## src/rtl/wswap_pkg.sv

```systemverilog
package wswap_pkg;
  localparam int WORD_W = 16;

  typedef enum logic [2:0] {
    SEL_MAIN_HI = 3'd0,
    SEL_MAIN_LO = 3'd1,
    SEL_LOC     = 3'd2,
    SEL_CTRL    = 3'd3,
    SEL_LEN     = 3'd4,
    SEL_MASK    = 3'd5
  } reg_sel_e;

  localparam int CTL_TO_MAIN = 0;
  localparam int CTL_IMEM    = 1;
  localparam int CTL_BUSY    = 2;

  function automatic logic [WORD_W-1:0] swap16(input logic [WORD_W-1:0] w);
    return {w[7:0], w[15:8]};
  endfunction
endpackage

```

## src/rtl/wswap_regs.sv

```systemverilog
module wswap_regs
  import wswap_pkg::*;
#(
  parameter int LADDR_W = 16,
  parameter int LEN_MAX = 16384,
  parameter int CNT_W   = 14
) (
  input  logic               clk_i,
  input  logic               rst_ni,
  input  logic               wr_en_i,
  input  logic [2:0]         wr_sel_i,
  input  logic [WORD_W-1:0]  wr_data_i,
  input  logic [2:0]         rd_sel_i,
  output logic [WORD_W-1:0]  rd_data_o,
  input  logic               busy_i,
  output logic               start_o,
  output logic [CNT_W-1:0]   nwords_o,
  output logic [31:0]        main_base_o,
  output logic [LADDR_W-1:0] loc_base_o,
  output logic               to_main_o,
  output logic               to_imem_o,
  output logic               err_o
);
  logic [WORD_W-1:0] hi_q, lo_q, loc_q, ctrl_q, len_q, mask_q;
  logic              err_q;
  logic              len_hit, bad_req;

  assign len_hit  = wr_en_i && (wr_sel_i == SEL_LEN) && !busy_i;
  assign bad_req  = (int'(wr_data_i) > LEN_MAX) || (ctrl_q[1:0] == 2'b11);
  assign nwords_o = CNT_W'(wr_data_i >> 1);
  assign start_o  = len_hit && (mask_q == '0) && !bad_req && (nwords_o != '0);

  assign main_base_o = {hi_q, lo_q};
  assign loc_base_o  = LADDR_W'(loc_q);
  assign to_main_o   = ctrl_q[CTL_TO_MAIN];
  assign to_imem_o   = ctrl_q[CTL_IMEM];
  assign err_o       = err_q;

  always_ff @(posedge clk_i or negedge rst_ni) begin
    if (!rst_ni) begin
      hi_q   <= '0;
      lo_q   <= '0;
      loc_q  <= '0;
      ctrl_q <= '0;
      len_q  <= '0;
      mask_q <= '0;
      err_q  <= 1'b0;
    end else begin
      if (wr_en_i) begin
        case (wr_sel_i)
          SEL_MAIN_HI: hi_q   <= wr_data_i;
          SEL_MAIN_LO: lo_q   <= wr_data_i;
          SEL_LOC:     loc_q  <= wr_data_i;
          SEL_CTRL:    ctrl_q <= wr_data_i & ~(WORD_W'(1) << CTL_BUSY);
          SEL_MASK:    mask_q <= wr_data_i;
          default:     ;
        endcase
      end
      if (len_hit) err_q <= (mask_q == '0) && bad_req;
      if (start_o) len_q <= wr_data_i;
    end
  end

  always_comb begin
    case (rd_sel_i)
      SEL_MAIN_HI: rd_data_o = hi_q;
      SEL_MAIN_LO: rd_data_o = lo_q;
      SEL_LOC:     rd_data_o = loc_q;
      SEL_CTRL:    rd_data_o = ctrl_q | (busy_i ? (WORD_W'(1) << CTL_BUSY) : '0);
      SEL_LEN:     rd_data_o = busy_i ? len_q : '0;
      SEL_MASK:    rd_data_o = mask_q;
      default:     rd_data_o = '0;
    endcase
  end
endmodule

```

## src/rtl/wswap_mover.sv

```systemverilog
module wswap_mover
  import wswap_pkg::*;
#(
  parameter int          LADDR_W    = 16,
  parameter int          CNT_W      = 14,
  parameter logic [31:0] DMEM_AMASK = 32'h7FFF_FFFF,
  parameter logic [31:0] IMEM_AMASK = 32'h0FFF_FFFF
) (
  input  logic               clk_i,
  input  logic               rst_ni,
  input  logic               start_i,
  input  logic               to_main_i,
  input  logic               to_imem_i,
  input  logic [CNT_W-1:0]   nwords_i,
  input  logic [31:0]        main_base_i,
  input  logic [LADDR_W-1:0] loc_base_i,
  output logic               busy_o,
  output logic               done_o,
  output logic [31:0]        main_addr_o,
  output logic               main_re_o,
  output logic               main_we_o,
  output logic [WORD_W-1:0]  main_wdata_o,
  input  logic [WORD_W-1:0]  main_rdata_i,
  output logic [LADDR_W-1:0] dmem_addr_o,
  output logic               dmem_re_o,
  output logic               dmem_we_o,
  output logic [WORD_W-1:0]  dmem_wdata_o,
  input  logic [WORD_W-1:0]  dmem_rdata_i,
  output logic [LADDR_W-1:0] imem_addr_o,
  output logic               imem_we_o,
  output logic [WORD_W-1:0]  imem_wdata_o
);
  logic [CNT_W-1:0]   left_q;
  logic [31:0]        rd_main_q, wr_main_q;
  logic [LADDR_W-1:0] rd_loc_q, wr_loc_q;
  logic               wr_vld_q, to_main_q, imem_q, done_q;
  logic               issue;
  logic [31:0]        amask;

  assign issue = (left_q != '0);
  assign amask = imem_q ? IMEM_AMASK : DMEM_AMASK;

  // read stage issues word k while write stage retires word k-1
  always_ff @(posedge clk_i or negedge rst_ni) begin
    if (!rst_ni) begin
      left_q    <= '0;
      rd_main_q <= '0;
      wr_main_q <= '0;
      rd_loc_q  <= '0;
      wr_loc_q  <= '0;
      wr_vld_q  <= 1'b0;
      to_main_q <= 1'b0;
      imem_q    <= 1'b0;
      done_q    <= 1'b0;
    end else begin
      done_q <= wr_vld_q && !issue;
      if (start_i) begin
        left_q    <= nwords_i;
        rd_main_q <= main_base_i;
        rd_loc_q  <= loc_base_i;
        to_main_q <= to_main_i;
        imem_q    <= to_imem_i;
        wr_vld_q  <= 1'b0;
      end else if (issue) begin
        left_q    <= left_q - CNT_W'(1);
        rd_main_q <= rd_main_q + 32'd2;
        rd_loc_q  <= rd_loc_q + LADDR_W'(1);
        wr_vld_q  <= 1'b1;
        wr_main_q <= rd_main_q;
        wr_loc_q  <= rd_loc_q;
      end else begin
        wr_vld_q  <= 1'b0;
      end
    end
  end

  assign busy_o = issue || wr_vld_q;
  assign done_o = done_q;

  assign main_addr_o  = (to_main_q ? wr_main_q : rd_main_q) & amask;
  assign main_re_o    = issue && !to_main_q;
  assign main_we_o    = wr_vld_q && to_main_q;
  assign main_wdata_o = swap16(dmem_rdata_i);

  assign dmem_addr_o  = to_main_q ? rd_loc_q : wr_loc_q;
  assign dmem_re_o    = issue && to_main_q;
  assign dmem_we_o    = wr_vld_q && !to_main_q && !imem_q;
  assign dmem_wdata_o = swap16(main_rdata_i);

  assign imem_addr_o  = wr_loc_q;
  assign imem_we_o    = wr_vld_q && !to_main_q && imem_q;
  assign imem_wdata_o = swap16(main_rdata_i);
endmodule

```

## src/rtl/wswap_dma.sv

```systemverilog
module wswap_dma
  import wswap_pkg::*;
#(
  parameter int          LADDR_W    = 16,
  parameter int          LEN_MAX    = 16384,
  parameter logic [31:0] DMEM_AMASK = 32'h7FFF_FFFF,
  parameter logic [31:0] IMEM_AMASK = 32'h0FFF_FFFF
) (
  input  logic               clk_i,
  input  logic               rst_ni,
  input  logic               wr_en_i,
  input  logic [2:0]         wr_sel_i,
  input  logic [15:0]        wr_data_i,
  input  logic [2:0]         rd_sel_i,
  output logic [15:0]        rd_data_o,
  output logic               busy_o,
  output logic               done_o,
  output logic               err_o,
  output logic [31:0]        main_addr_o,
  output logic               main_re_o,
  output logic               main_we_o,
  output logic [15:0]        main_wdata_o,
  input  logic [15:0]        main_rdata_i,
  output logic [LADDR_W-1:0] dmem_addr_o,
  output logic               dmem_re_o,
  output logic               dmem_we_o,
  output logic [15:0]        dmem_wdata_o,
  input  logic [15:0]        dmem_rdata_i,
  output logic [LADDR_W-1:0] imem_addr_o,
  output logic               imem_we_o,
  output logic [15:0]        imem_wdata_o
);
  localparam int MAX_WORDS = LEN_MAX / 2;
  localparam int CNT_W     = $clog2(MAX_WORDS + 1);

  logic               start;
  logic [CNT_W-1:0]   nwords;
  logic [31:0]        main_base;
  logic [LADDR_W-1:0] loc_base;
  logic               to_main, to_imem;

  wswap_regs #(
    .LADDR_W(LADDR_W), .LEN_MAX(LEN_MAX), .CNT_W(CNT_W)
  ) u_regs (
    .clk_i       (clk_i),
    .rst_ni      (rst_ni),
    .wr_en_i     (wr_en_i),
    .wr_sel_i    (wr_sel_i),
    .wr_data_i   (wr_data_i),
    .rd_sel_i    (rd_sel_i),
    .rd_data_o   (rd_data_o),
    .busy_i      (busy_o),
    .start_o     (start),
    .nwords_o    (nwords),
    .main_base_o (main_base),
    .loc_base_o  (loc_base),
    .to_main_o   (to_main),
    .to_imem_o   (to_imem),
    .err_o       (err_o)
  );

  wswap_mover #(
    .LADDR_W(LADDR_W), .CNT_W(CNT_W),
    .DMEM_AMASK(DMEM_AMASK), .IMEM_AMASK(IMEM_AMASK)
  ) u_mover (
    .clk_i        (clk_i),
    .rst_ni       (rst_ni),
    .start_i      (start),
    .to_main_i    (to_main),
    .to_imem_i    (to_imem),
    .nwords_i     (nwords),
    .main_base_i  (main_base),
    .loc_base_i   (loc_base),
    .busy_o       (busy_o),
    .done_o       (done_o),
    .main_addr_o  (main_addr_o),
    .main_re_o    (main_re_o),
    .main_we_o    (main_we_o),
    .main_wdata_o (main_wdata_o),
    .main_rdata_i (main_rdata_i),
    .dmem_addr_o  (dmem_addr_o),
    .dmem_re_o    (dmem_re_o),
    .dmem_we_o    (dmem_we_o),
    .dmem_wdata_o (dmem_wdata_o),
    .dmem_rdata_i (dmem_rdata_i),
    .imem_addr_o  (imem_addr_o),
    .imem_we_o    (imem_we_o),
    .imem_wdata_o (imem_wdata_o)
  );
endmodule

```

## config.mk

```make
export PLATFORM = sky130hd
export DESIGN_NAME = wswap_dma
export DESIGN_NICKNAME = d
export VERILOG_FILES = /design/src/rtl/wswap_pkg.sv /design/src/rtl/wswap_regs.sv /design/src/rtl/wswap_mover.sv /design/src/rtl/wswap_dma.sv
export SDC_FILE = /design/constraint.sdc
export NUM_CORES = 1
export LEC_CHECK = 0
export BUFFER_PORTS_ARGS = -buffer_cell sky130_fd_sc_hd__buf_2
export CORE_AREA = 5 5 142 198
export CTS_CLUSTER_DIAMETER = 50
export DETAILED_ROUTE_END_ITERATION = 10
export DIE_AREA = 0 0 147 203
export PLACE_DENSITY = 0.73
export SYNTH_ARGS = -nofsm -noshare
export SYNTH_HDL_FRONTEND = slang
export SYNTH_HIERARCHICAL = 1
export SYNTH_SLANG_ARGS = --single-unit
```

## constraint.sdc

```tcl
create_clock -name clk_i -period 5.2 [get_ports clk_i]
set_clock_uncertainty 0.1 [all_clocks]
set_input_delay 0.52 -clock clk_i [delete_from_list [all_inputs] [get_ports clk_i]]
set_output_delay 0.52 -clock clk_i [all_outputs]
set_load 0.05 [all_outputs]
```

==> Word-level counts from Yosys, hierarchy flattened <==
Cells that the tools add are included.
Widths: inputs -> output; s select.
{ "word_totals": {"regBits": 210, "in_bits": 57, "out_inout_bits": 136, "elab_cells": 80} }
{ "classes": {"addsub": 3, "order_cmp": 1, "n_eq_ne": 11, "muxes": 14, "bitwise": 3, "reduce_logical": 32} }
{ "op_table": {"columns": ["operator", "count"], "rows": [
  ["$mux 32", 3],
  ["$pmux 16 s6", 1],
  ["$mux 16", 4],
  ["$add 32x2->32 const B", 1],
  ["$and 32x32->32", 1],
  ["$mux 31", 1],
  ["$mux 14", 2],
  ["$reduce_bool 14->1", 2],
  ["$add 16x1->16 const B", 1],
  ["$gt 16x15->1 const B", 1],
  ["$logic_not 16->1", 1],
  ["$or 16x16->16", 1],
  ["$sub 14x1->14 const B", 1],
  ["$logic_and 1x1->1", 13],
  ["$eq 3x2->1 const B", 4],
  ["$eq 3x3->1 const B", 4],
  ["$reduce_and 2->1", 6],
  ["$eq 3x1->1 const B", 2],
  ["$logic_not 3->1", 2],
  ["$logic_not 1->1", 5],
  ["$mux 3", 1],
  ["$eq 2x2->1 const B", 1],
  ["$logic_or 1x1->1", 2],
  ["$mux 1", 2],
  ["2 further kinds", 2]
]} }

==> Longest topological paths before layout <==
{ "depth": {"word_depth": 9, "mapped_depth": 18, "mapped_depth_nobuf": 13} }

==> Modules after synthesis <==
Netlist, hierarchy kept.
{ "by_module_without_submodules": {"columns": ["mod", "instances", "cells_per_inst", "area_each_um2", "seq_area_each_um2"], "rows": [
  ["wswap_mover", 1, 649, 6651.4, 2802.7],
  ["wswap_regs", 1, 416, 4837.1, 2402.3]
]} }

==> Worst setup path after synthesis <==
Ideal clock, no wire load.
{ "synth_path": {"path_type": "register -> register", "from": "register u_mover.left_q[0]", "to": "register u_mover.rd_main_q[0]", "setup_ns": 0.125, "t_arrival_ns": 4.498, "required_time_ns": 4.975, "slack_ns": 0.478, "stages_incl_launch_ff": 17, "path_cell_list": "dfrtp_1 > inv_1 > ha_1 > or4b_1 > nor4_4 > buf_6 > buf_6 > nand2b_1 > buf_2 > nor3_2 > nand3_2 > or4_1 > nor3_1 > clkbuf_1 > clkbuf_1 > clkbuf_1 > mux2_2"} }
{ "synth_between": {"elab_chain_cells": 8, "word_cells_on_any_way": 9} }
{ "synth_rtl": {"columns": ["item", "line_no", "text"], "rows": [
  ["start: declaration", "wswap_mover.sv:33", "logic [CNT_W-1:0] left_q;"],
  ["start signal: assignment", "wswap_mover.sv:58", "left_q <= nwords_i;"],
  ["start signal: assignment", "wswap_mover.sv:65", "left_q <= left_q - CNT_W'(1);"],
  ["$reduce_bool 14->1 (*)", "wswap_mover.sv:40", "assign issue = (left_q != '0);"],
  ["$logic_or 1x1->1 (*)", "wswap_mover.sv:77", "assign busy_o = issue || wr_vld_q;"],
  ["net busy_o", "wswap_dma.sv:16", "output logic busy_o,"],
  ["$logic_not 1->1 (*)", "wswap_regs.sv:28", "assign len_hit = wr_en_i && (wr_sel_i == SEL_LEN) && !busy_i;"],
  ["$logic_and 1x1->1 (*)", "wswap_regs.sv:28", null],
  ["$logic_and 1x1->1 (*) (3 in series)", "wswap_regs.sv:31", "assign start_o = len_hit && (mask_q == '0) && !bad_req && (nwords_o != '0);"],
  ["net start", "wswap_dma.sv:36", "logic start;"],
  ["$mux 32 / $reduce_bool 2->1 (equally long branches)", null, null],
  ["end signal: assignment", "wswap_mover.sv:59", "rd_main_q <= main_base_i;"],
  ["end signal: assignment", "wswap_mover.sv:66", "rd_main_q <= rd_main_q + 32'd2;"],
  ["end: declaration", "wswap_mover.sv:34", "logic [31:0] rd_main_q, wr_main_q;"]
]} }
The timed path passes the listed nets; every way through them passes the cells marked *.
A chain may end at the register's enable or synchronous reset.

==> Worst setup path in the final report <==
{ "layout_path": {"from": "register u_mover.left_q[0]", "to": "register u_mover.rd_main_q[17]"} }
{ "layout_between": {"elab_chain_cells": 8, "word_cells_on_any_way": 9} }
{ "layout_rtl": {"columns": ["item", "line_no"], "rows": [
  ["$reduce_bool 14->1 (*)", "wswap_mover.sv:40"],
  ["$logic_or 1x1->1 (*)", "wswap_mover.sv:77"],
  ["$logic_not 1->1 (*)", "wswap_regs.sv:28"],
  ["$logic_and 1x1->1 (*)", "wswap_regs.sv:28"],
  ["$logic_and 1x1->1 (*) (3 in series)", "wswap_regs.sv:31"],
  ["net start", "wswap_dma.sv:36"],
  ["$mux 32 / $reduce_bool 2->1 (equally long branches)", null]
]} }
Marks and branches as above.

==> metrics.yaml <==
power_and_ir_drop:
  p_leak_uw: 0.00491
  power.density_nw_per_um2: 454
  p_int_uw: 3530
  total_power_uw: 5680
  combPwrFrac_pct: 29.0
  p_switching_uw: 2150
  ir_drop_uv: 255
  power_frac_clock_pct: 28.7
  p_seq_share_pct: 42.3
  switching_share_pct: 37.8
floorplanning:
  core_area_sq_um: 26000
  chipHeight_microns: 203
  start_util_pct: 44.2
  die-width_microns: 147
  io_pins: 193
  die_area_sq_um: 29800
  rows: 70
timing:
  max-slew-margin-rel_pct: 26.5
  hold_viol_final: 0
  tns_ps: 0
  worst_pin_slew_ps: 1100
  finalCritPeriodShare_pct: 87.5
  maxSlewViolCount: 0
  rsz0062_at_grt: "false"
  period_minus_slack_ps: 4550
  setup_viol: 0
  fmax_mhz: 220
synth:
  synth_largest_area_cell: "dfrtp_1"
  synth_edf_count: 0
  synthesis.area_sq_um: 11500
  yosysMostFrequentCell: "dfrtp_1"
  synth-seq-cells: 208
  yosys-top-cells-area: "dfrtp_1 45%, mux2_2 18%, buf_4 4.2%, a31oi_1 2.2%, or4_1 2.1%"
  syn_avg_cell_area_sq_um: 10.8
  synth_top_area_share_pct: 45.3
  synth-main-ff-cell: "dfrtp_1"
  netlist_instances: 1065
  ys_seq_area_share_pct: 45.3
  synthTopCellsByCount: "208 x dfrtp_1, 181 x mux2_2, 64 x buf_4, 53 x nand2_1, 53 x nor2_1"
  syn_nets: 1125
  async_flop_share_pct: 100
  ys_types: 75
  yosysWarnings: 6
worst_setup_path:
  slowest_delay_ps: 560
  end_kind: "flop"
  critPathLaunchType: "flop"
  worstSetupPathType: "reg2reg"
  slowest_stage: "or4_1"
  critical_path.max_fanout: 56
  r2r_end: "u_mover/rd_main_q[17]"
  crit_family: "simple AND/OR/NAND/NOR gates"
  worstPathBufferInverterCount: 3
  cp_num_cells: 13
  r2r_cells: 13
  crit_chain: "inv_1 > ha_1 > or4b_1 > nor4_4 > nand2b_1 > nor3_2 > nand3_2 > or4_1 > nor3_2 > inv_2 > buf_4 > o211ai_1 > nand3_1"
  reg2reg_slack_ps: 650
  rr_startpoint: "u_mover/left_q[0]"
  crit_required_ps: 5480
  arrival_ps: 4830
  crit_top_cell: "nor3_2"
global_route:
  grt_max_degree: 128
  grt_pass1_vias: 8841
  grt_first_pass_wirelength_mm: 50.0
  overflow: 0
  track_usage_pct: 20.5
  antenna_found_initial: 0
detailed_routing:
  route.detailed.wl_per_inst_microns: 22.1
  detail-route-antenna-nets: 0
  wl_met3_mm: 2.12
  top_layer: "met4"
  routed_wl_mm: 31.3
  viasPerCell: 6.25
  route.met2.wl_mm: 15.2
  via_count: 8877
  drt_iter0_drc: 767
  drc_errors: 0
  m1WireLength_mm: 13.0
  dr.pass1.iters: 6
placement:
  io_buffers: 111
  place_inst: 1380
  gp_congestion: 0.899
  hpwlAfterDp_mm: 21.9
final_layout:
  seq_area_sq_um: 5210
  fin_cells: 1420
  drive_gt1_share_pct: 33.9
  num_antenna_cells: 0
  area_growth_pct: 9.05
  multi_input_area_sq_um: 5420
  n_fill_cell: 2340
  fin_nets: 1140
clock_network:
  cts_root_buf: "clkbuf_16"
  cts_hold_buf: 0
  clock-sinks: 208
  numCtsBuffers: 22
  cts_resized: 0
  clockBufferDepth: 3
  postCtsSetupBuffers: 0
  clk_pin_slew_ps: 60
  cts_tree: "done"
  cts_max_level: 1
  worstSkewPairLatency_ps: 520
outcome:
  status: "finished, final reports clean"
min_path:
  hold_class: "in2async"
run:
  drv_cap: 0
worst max-delay path by stage:
| stage | from | slack (ps) | to |
|---|---|---|---|
| floorplan | u_mover/left_q[0] | 480 | u_mover/rd_main_q[0] |
| global placement | u_mover/left_q[0] | 890 | u_mover/rd_main_q[12] |
| detailed placement | u_mover/left_q[0] | 730 | u_mover/rd_main_q[12] |
| CTS | u_mover/left_q[0] | 700 | u_mover/rd_main_q[12] |
| global route | u_mover/left_q[0] | 400 | u_mover/rd_main_q[12] |
| finish | u_mover/left_q[0] | 650 | u_mover/rd_main_q[17] |
power by group through the flow:
stage | Combinational, uW | Sequential (uW) | Clock (uW)
detailed placement | 1650 | 2430 | 0
global placement | 1620 | 2410 | 0
global route | 1750 | 2450 | 1730
finish | 1650 | 2410 | 1630
floorplan | 1230 | 2430 | 0
CTS | 1650 | 2400 | 1660
cells in the final DEF, fill, tap and decap left out, types with 6 or more instances in the layout:
cell       count
a21oi_1       18
a22o_1         6
a22oi_1       12
a31oi_1       40
and4_1         7
buf_2        110
buf_4         16
clkbuf_16     22
dfrtp_1      207
inv_1          9
mux2_2       181
mux2i_1       15
nand2_1       53
nand2b_1       7
nand3_1       40
nand4_1       20
nor2_1        53
nor2b_1        9
nor3_1        21
nor3b_1       11
nor4_1        23
o211ai_1       7
o21ai_0       30
o22ai_1       11
o31ai_1       29
or3_1         10
or4_1         32
xnor2_1        7
state kept, by name, indices dropped and copies added (netlist names), 14 cells and up:
signal	flops
u_regs/ctrl_q	15
u_regs/len_q	16
u_mover/wr_main_q	31
u_mover/imem_addr_o	16
u_regs/lo_q	16
u_mover/left_q	14
u_regs/mask_q	16
u_mover/rd_loc_q	16
u_regs/loc_base_o	16
u_regs/hi_q	16
u_mover/rd_main_q	31
logic make-up after synthesis:
family / Yosys count / synth area share (%)
AO/OA/AOI/OAI: 176 / 10.2
XOR/XNOR: 9 / 0.686
adder cells (fa/ha/maj): 3 / 0.327
buffers and inverters: 148 / 7.65
flip-flops: 208 / 45.3
multiplexers: 199 / 19.6
other: 1 / 0.0326
AND/OR/NAND/NOR: 321 / 16.2
metal layers:
layer | GRT usage [%] | up-vias
met5 | 0 | -
li1 | - | 3972
met4 | 6.86 | 0
met3 | 3.19 | 77
met1 | 27.0 | 4455
met2 | 34.7 | 373
through the flow:
step | setup slack, ps | hold WS, ps | utilization (%) | instance area [sq um]
floorplan | 478 | 124 | - | 11500
CTS | 700 | 140 | 48.2 | 12500
global placement | 889 | 367 | 45.3 | 11800
detailed placement | 734 | 376 | 45.3 | 11800
global route | 402 | 188 | 48.2 | 12500
finish | 649 | 59.0 | 48.2 | 12500
area by class of cell:
class | count | area share (%)
clock buffer | 29 | 4.84
clock inverter | 11 | 1.19
inverter | 11 | 0.330
multi-input combinational | 709 | 43.2
sequential | 208 | 41.6
tap | 324 | 3.24
timing repair buffer | 128 | 5.62
No activity file was read; power rests on OpenSTA's default activity.
